File: src/rtl/vtei_pkg.sv
package vtei_pkg;
  localparam int NUM_EVT    = 6;
  localparam int EV_TE      = 0;
  localparam int EV_VS_RISE = 1;
  localparam int EV_VS_FALL = 2;
  localparam int EV_DE_RISE = 3;
  localparam int EV_DE_FALL = 4;
  localparam int EV_EOF     = 5;
endpackage

File: src/rtl/vtei_sync.sv
module vtei_sync #(
  parameter int STAGES = 2
) (
  input  logic clk_i,
  input  logic rst_ni,
  input  logic d_i,
  output logic q_o
);
  logic [STAGES-1:0] chain_q;

  always_ff @(posedge clk_i or negedge rst_ni) begin
    if (!rst_ni) chain_q <= '0;
    else         chain_q <= {chain_q[STAGES-2:0], d_i};
  end

  assign q_o = chain_q[STAGES-1];
endmodule

File: src/rtl/vtei_edge.sv
module vtei_edge #(
  parameter bit SAMPLE_IN = 1'b1
) (
  input  logic clk_i,
  input  logic rst_ni,
  input  logic sig_i,
  output logic lvl_o,
  output logic rise_o,
  output logic fall_o
);
  logic lvl;
  logic prev_q;

  generate
    if (SAMPLE_IN) begin : g_sample
      logic smp_q;
      always_ff @(posedge clk_i or negedge rst_ni) begin
        if (!rst_ni) smp_q <= 1'b0;
        else         smp_q <= sig_i;
      end
      assign lvl = smp_q;
    end else begin : g_pass
      assign lvl = sig_i;
    end
  endgenerate

  always_ff @(posedge clk_i or negedge rst_ni) begin
    if (!rst_ni) prev_q <= 1'b0;
    else         prev_q <= lvl;
  end

  assign lvl_o  = lvl;
  assign rise_o = lvl & ~prev_q;
  assign fall_o = ~lvl & prev_q;
endmodule

File: src/rtl/vtei_eof.sv
module vtei_eof (
  input  logic clk_i,
  input  logic rst_ni,
  input  logic vs_rise_i,
  input  logic de_lvl_i,
  output logic eof_o
);
  logic seen_de_q;

  always_ff @(posedge clk_i or negedge rst_ni) begin
    if (!rst_ni)        seen_de_q <= 1'b0;
    else if (vs_rise_i) seen_de_q <= 1'b0;
    else if (de_lvl_i)  seen_de_q <= 1'b1;
  end

  assign eof_o = vs_rise_i & (seen_de_q | de_lvl_i);
endmodule

File: src/rtl/vtei_regs.sv
module vtei_regs #(
  parameter int NUM_EVT  = 6,
  parameter int REG_W    = 32,
  parameter int STAT_LSB = 16
) (
  input  logic               clk_i,
  input  logic               rst_ni,
  input  logic               wr_i,
  input  logic [REG_W-1:0]   wdata_i,
  input  logic [NUM_EVT-1:0] evt_i,
  output logic [REG_W-1:0]   rdata_o,
  output logic               irq_o
);
  logic [NUM_EVT-1:0] en_q;
  logic [NUM_EVT-1:0] st_q;
  logic [NUM_EVT-1:0] clr;

  assign clr = wr_i ? wdata_i[STAT_LSB +: NUM_EVT] : '0;

  always_ff @(posedge clk_i or negedge rst_ni) begin
    if (!rst_ni) begin
      en_q <= '0;
      st_q <= '0;
    end else begin
      if (wr_i) en_q <= wdata_i[NUM_EVT-1:0];
      st_q <= (st_q & ~clr) | evt_i;
    end
  end

  always_comb begin
    rdata_o = '0;
    rdata_o[NUM_EVT-1:0]        = en_q;
    rdata_o[STAT_LSB +: NUM_EVT] = st_q;
  end

  assign irq_o = |(st_q & en_q);
endmodule

File: src/rtl/vtei_top.sv
module vtei_top #(
  parameter int SYNC_STAGES = 2,
  parameter int REG_W       = 32,
  parameter int STAT_LSB    = 16
) (
  input  logic             clk_i,
  input  logic             rst_ni,
  input  logic             vsync_i,
  input  logic             de_i,
  input  logic             te_i,
  input  logic             reg_wr_i,
  input  logic [REG_W-1:0] reg_wdata_i,
  output logic [REG_W-1:0] reg_rdata_o,
  output logic             irq_o
);
  import vtei_pkg::*;

  localparam int SYNC_SIGS = 2;
  localparam int IDX_VS    = 0;
  localparam int IDX_DE    = 1;

  logic [SYNC_SIGS-1:0] raw_in;
  logic [SYNC_SIGS-1:0] lvl, rise, fall;
  logic te_sync, te_lvl, te_rise, te_fall;
  logic eof;
  logic [NUM_EVT-1:0] evt;
  logic unused_te_bits;

  assign raw_in[IDX_VS] = vsync_i;
  assign raw_in[IDX_DE] = de_i;

  generate
    for (genvar g = 0; g < SYNC_SIGS; g++) begin : g_edge
      vtei_edge #(.SAMPLE_IN(1'b1)) u_edge (
        .clk_i  (clk_i),
        .rst_ni (rst_ni),
        .sig_i  (raw_in[g]),
        .lvl_o  (lvl[g]),
        .rise_o (rise[g]),
        .fall_o (fall[g])
      );
    end
  endgenerate

  vtei_sync #(.STAGES(SYNC_STAGES)) u_te_sync (
    .clk_i  (clk_i),
    .rst_ni (rst_ni),
    .d_i    (te_i),
    .q_o    (te_sync)
  );

  vtei_edge #(.SAMPLE_IN(1'b0)) u_te_edge (
    .clk_i  (clk_i),
    .rst_ni (rst_ni),
    .sig_i  (te_sync),
    .lvl_o  (te_lvl),
    .rise_o (te_rise),
    .fall_o (te_fall)
  );

  assign unused_te_bits = te_lvl ^ te_fall ^ lvl[IDX_VS];

  vtei_eof u_eof (
    .clk_i     (clk_i),
    .rst_ni    (rst_ni),
    .vs_rise_i (rise[IDX_VS]),
    .de_lvl_i  (lvl[IDX_DE]),
    .eof_o     (eof)
  );

  always_comb begin
    evt             = '0;
    evt[EV_TE]      = te_rise;
    evt[EV_VS_RISE] = rise[IDX_VS];
    evt[EV_VS_FALL] = fall[IDX_VS];
    evt[EV_DE_RISE] = rise[IDX_DE];
    evt[EV_DE_FALL] = fall[IDX_DE];
    evt[EV_EOF]     = eof;
  end

  vtei_regs #(
    .NUM_EVT  (NUM_EVT),
    .REG_W    (REG_W),
    .STAT_LSB (STAT_LSB)
  ) u_regs (
    .clk_i   (clk_i),
    .rst_ni  (rst_ni),
    .wr_i    (reg_wr_i),
    .wdata_i (reg_wdata_i),
    .evt_i   (evt),
    .rdata_o (reg_rdata_o),
    .irq_o   (irq_o)
  );
endmodule

File: config.mk
export PLATFORM = sky130hd
export DESIGN_NAME = vtei_top
export DESIGN_NICKNAME = d
export VERILOG_FILES = /design/src/rtl/vtei_pkg.sv /design/src/rtl/vtei_sync.sv /design/src/rtl/vtei_edge.sv /design/src/rtl/vtei_eof.sv /design/src/rtl/vtei_regs.sv /design/src/rtl/vtei_top.sv
export SDC_FILE = /design/constraint.sdc
export NUM_CORES = 1
export LEC_CHECK = 0
export BUFFER_PORTS_ARGS = -buffer_cell sky130_fd_sc_hd__buf_2
export CORE_ASPECT_RATIO = 0.8
export CORE_MARGIN = 4
export CORE_UTILIZATION = 38
export DETAILED_ROUTE_END_ITERATION = 8
export GPL_TIMING_DRIVEN = 0
export PLACE_DENSITY = 0.78
export SETUP_SLACK_MARGIN = 0.1
export SYNTH_ARGS = -nofsm -noshare
export SYNTH_HDL_FRONTEND = slang
export SYNTH_SLANG_ARGS = --single-unit
File: constraint.sdc
create_clock -name clk_i -period 1.2 [get_ports clk_i]
set_clock_uncertainty 0.1 [all_clocks]
set_input_delay 0.12 -clock clk_i [delete_from_list [all_inputs] [get_ports clk_i]]
set_output_delay 0.12 -clock clk_i [all_outputs]
set_load 0.03 [all_outputs]
# Yosys cells after proc, flatten, opt, wreduce, memory -nomap -nowiden
# Cells that the tools add are included.
[totals]
rom_bits = 0
output_inout_bits = 33
inputBits = 38
memories = 0
ff_bits = 20
latch_bits = 0
ram_bits = 0
[classes]
n_lt_le_gt_ge = 0
n_shift = 0
n_reduce_logical = 2
addsub = 0
eq_ne = 0
bitwise_logic = 16
n_mux = 3
multipliers = 0
div = 0
[ops]
columns = ["op", "count"]
rows = [
  ["6-bit bitwise AND", 2],
  ["1-bit bitwise AND", 6],
  ["6-bit two-way mux", 1],
  ["6-bit NOT", 1],
  ["6-bit OR", 1],
  ["6-bit OR reduction", 1],
  ["1-bit NOT", 5],
  ["1-bit two-way mux", 2],
  ["2-bit nonzero test", 1],
  ["1-bit OR", 1],
]

# Longest topological paths before layout
[logic_depth]
depth_word = 4
ltp_mapped = 3
depth_no_buf = 2

# By module
# Synthesis repeated with hierarchy kept, for this count alone.
[unflattened]
cells_unflattened = 73
area_unflattened_um2 = 913.4
[by_module_without_submodules]
columns = ["module", "area_each_um2", "instances", "cells_per_inst"]
rows = [
  ["vtei_regs", 643.1, 1, 56],
  ["vtei_edge at g_edge[0].u_edge ...", 65.1, 2, 4],
  ["vtei_sync", 50.0, 1, 2],
  ["vtei_edge at u_te_edge", 47.5, 1, 4],
  ["vtei_eof", 42.5, 1, 3],
]

# Worst setup path after synthesis
# No wires, ideal clock.
[synth_path]
path_type = "register to output"
from = "register u_regs.en_q[2]"
to = "output port irq_o"
slack_ns = 0.006
required_ns = 0.980
path_stages_with_launch = 3
t_arrival_ns = 0.974
path_buffers = 0
path_cell_list = "dfrtp_1 > a22oi_1 > nand3_1"
[synth_between]
elab_chain_len = 2
[synth_rtl]
columns = ["element", "line_no", "source"]
rows = [
  ["start: declaration", "vtei_regs.sv:14", "logic [NUM_EVT-1:0] en_q;"],
  ["start signal: assignment", "vtei_regs.sv:25", "if (wr_i) en_q <= wdata_i[NUM_EVT-1:0];"],
  ["6-bit bitwise AND", "vtei_regs.sv:36", "assign irq_o = |(st_q & en_q);"],
  ["6-bit OR reduction", "vtei_regs.sv:36", ""],
  ["end: declaration", "vtei_top.sv:14", "output logic irq_o"],
]
# Every way passes these cells.

# Final worst setup path
[layout_path]
from = "register u_regs.st_q[3]"
to = "output port irq_o"
[layout_between]
elab_chain_len = 2
[layout_rtl]
columns = ["element", "line_no", "source"]
rows = [
  ["start: declaration", "vtei_regs.sv:15", "logic [NUM_EVT-1:0] st_q;"],
  ["start signal: assignment", "vtei_regs.sv:26", "st_q <= (st_q & ~clr) | evt_i;"],
  ["6-bit bitwise AND", "vtei_regs.sv:36", ""],
  ["6-bit OR reduction", "vtei_regs.sv:36", ""],
]
# Every way passes these cells.

==> results.cfg <==
[finish]
multi_input_area_um2 = 298
fin_cells = 167
drive_gt1_frac = 0.542
nNetsFinal = 181
regArea_um2 = 512
n_fill_cell = 166
antennaDiodeCount = 0
syn_to_final_growth_pct = 68.6

[clock_network]
cts_sinks = 20
cts_max_level = 1
cts.path.max_buffers = 2
cts_tree = built
root_buffer = clkbuf_4
cts_buffers = 3
clock_latency_ns = 0.30
path_clk_slew_ns = 0.12

[floorplanning]
die_h_um = 51.0
die_w_um = 61.8
dieArea_mm2 = 0.00315
initial_core_util = 0.404
row_count = 15
ios = 71
core-area_mm2 = 0.00218

[timing]
fmax_ghz = 0.704
hold_violations = 0
report.final.setup_viol = 2
drv_slew = 0
setup_ws_ns = -0.221
fin_crit_ns = 1.42
rsz0062_at_grt = true
final.period_utilization = 1.18

[route]
wl_per_cell_um = 12.5
routed_wirelength_um = 2080
via_count = 700
drt_pass1_iterations = 2
vias_per_cell = 4.19
drt_iter0_drc = 11
detail_route.drc_violations = 0
postRouteAntennaNets = 0

[synthesis]
synth_warnings = 0
synthTopCellsByArea = dfrtp_1 (57%), buf_4 (17%), mux2_4 (6.8%)
synth_area_leader_cell = dfrtp_1
async_flop_share = 1.00
yosys-top-cells-count = buf_4 (20), dfrtp_1 (20), nand2_1 (5)
yosys.area.top_type_share = 0.569
synthFlopType = dfrtp_1
syn_area_um2 = 880
syn_inst = 70
seq_area_frac_synth = 0.569
synth-edff-count = 0
postSynthAreaPerCell_um2 = 12.6
yosys_register_bits = 20
yosys.cell_types.count = 17

[critical_path]
critPathRequiredTime_ns = 0.98
r2r_slack_ns = 0.18
startpoint = u_regs.st_q[3]
path_class = reg2out
critPathLaunchType = flop
end_kind = primary output
critPathMaxFanout = 3
r2r_end = u_regs.en_q[3]
reg2reg_depth = 2
worstPathArrival_ns = 1.20
rr_startpoint = u_regs.en_q[3]

[pwr]
ir_worst_vdd_uv = 1280
power_density_mw_per_mm2 = 1290
power_mw = 1.91
power.leakage_nw = 0.770

[global_routing]
track_usage = 0.148
grt.overflow.total = 0
grt_max_degree = 21
antenna_found_initial = 0
grt_pass1_vias = 738
grt_first_pass_wirelength_um = 3330

[outcome]
status = finished, violations left
violations = setup timing

[place]
port-buffer-count = 30
place_ws_ns = 0.0868
dpl.hpwl_um = 1370
numPlacedInstances = 144
routabilityCongestion = 0.682

[hold_path]
worstHoldPathType = in2reg
min_to = u_regs.en_q[3]
min_path_cells = 3
hp-start = reg_wr_i

[job]
maxCapViolations = 0
## routing by layer
| metal | vias up | wire length, um | global-route usage |
|---|---|---|---|
| met4 | 0 | 9 | 0.0530 |
| li1 | 336 | - | - |
| met3 | 2 | 245 | 0.0556 |
| met1 | 320 | 793 | 0.167 |
| met5 | - | 0 | 0 |
| met2 | 42 | 1030 | 0.249 |
## repair_timing
item                                    in CTS  in global routing
pin swaps                                    2                  0
endpoints found under the setup margin      13                 13
hold buffers                                16                  1
endpoints found under the hold margin       34                  1
buffers inserted                             1                  1
resized for setup                           26                  1
## cell usage in the layout (no fill, tap or decap), types with 2 or more instances in the layout
cell type      Yosys  final
a22o_1             3      3
dfrtp_1           20     11
a22oi_2            0      3
mux2_2             2      2
buf_4             20     22
mux2_4             4      4
dfrtp_2            0      9
inv_1              3      3
clkbuf_4           0      3
dlygate4sd3_1      0     17
buf_2              0     17
nand2_1            5      5
nor2_1             2      2
conb_1             1     20
buf_6              1     14
## critical path: stages, from the launching register on
cell and delay (ns):
dfrtp_2 0.45, a22oi_2 0.20, nand3_2 0.09, buf_6 0.15
## power breakdown
group / internal, mW / leakage (nW) / switching [mW]
clock network: 0.338 / 0.0279 / 0.217
logic: 0.268 / 0.519 / 0.285
registers: 0.739 / 0.222 / 0.0614
## registers in the layout, summed over array words and instances, names as in the netlist
| name | flops |
|---|---|
| u_regs.en_q | 6 |
| u_eof.seen_de_q | 1 |
| g_edge.u_edge.prev_q | 2 |
| g_edge.u_edge.lvl_o | 2 |
| u_te_sync.chain_q | 2 |
| u_te_edge.prev_q | 1 |
| u_regs.st_q | 6 |
## cell families (layout without fill, tap and decap cells)
group,Yosys count,in the layout,synth area share
simple gates,9,9,0.0427
mux,6,6,0.0939
buf+inv,24,77,0.196
other cells,1,20,0.00426
flops,20,20,0.569
compound gates,10,10,0.0939
## worst max-delay path by stage
| stage | slack [ns] | to |
|---|---|---|
| 6_report | -0.22 | irq_o |
| 2_1_floorplan | 0.10 | irq_o |
| 5_1_grt | -0.29 | irq_o |
| 4_1_cts | -0.23 | irq_o |
| 3_5_place_dp | 0.09 | irq_o |
| 3_3_place_gp | 0.09 | irq_o |
## final cells by class
cell class | count | share of cell area
sequential | 20 | 0.345
timing repair buffer | 49 | 0.281
multi-input combinational | 45 | 0.201
buffer | 21 | 0.109
tap | 25 | 0.0211
clock inverter | 1 | 0.0203
clock buffer | 3 | 0.0152
inverter | 3 | 0.00759
## through the flow
stage	hold WS, ns	utilization	instance area (um2)	TNS (ns)
after floorplan	-0.276	-	977	0
after global placement	-0.0277	0.532	1160	0
after detailed placement	-0.0127	0.532	1160	0
after CTS	0.00477	0.671	1460	-0.257
after global routing	0.137	0.681	1480	-0.365
final	0.145	0.681	1480	-0.242
No activity file was read; power rests on OpenSTA's default activity.
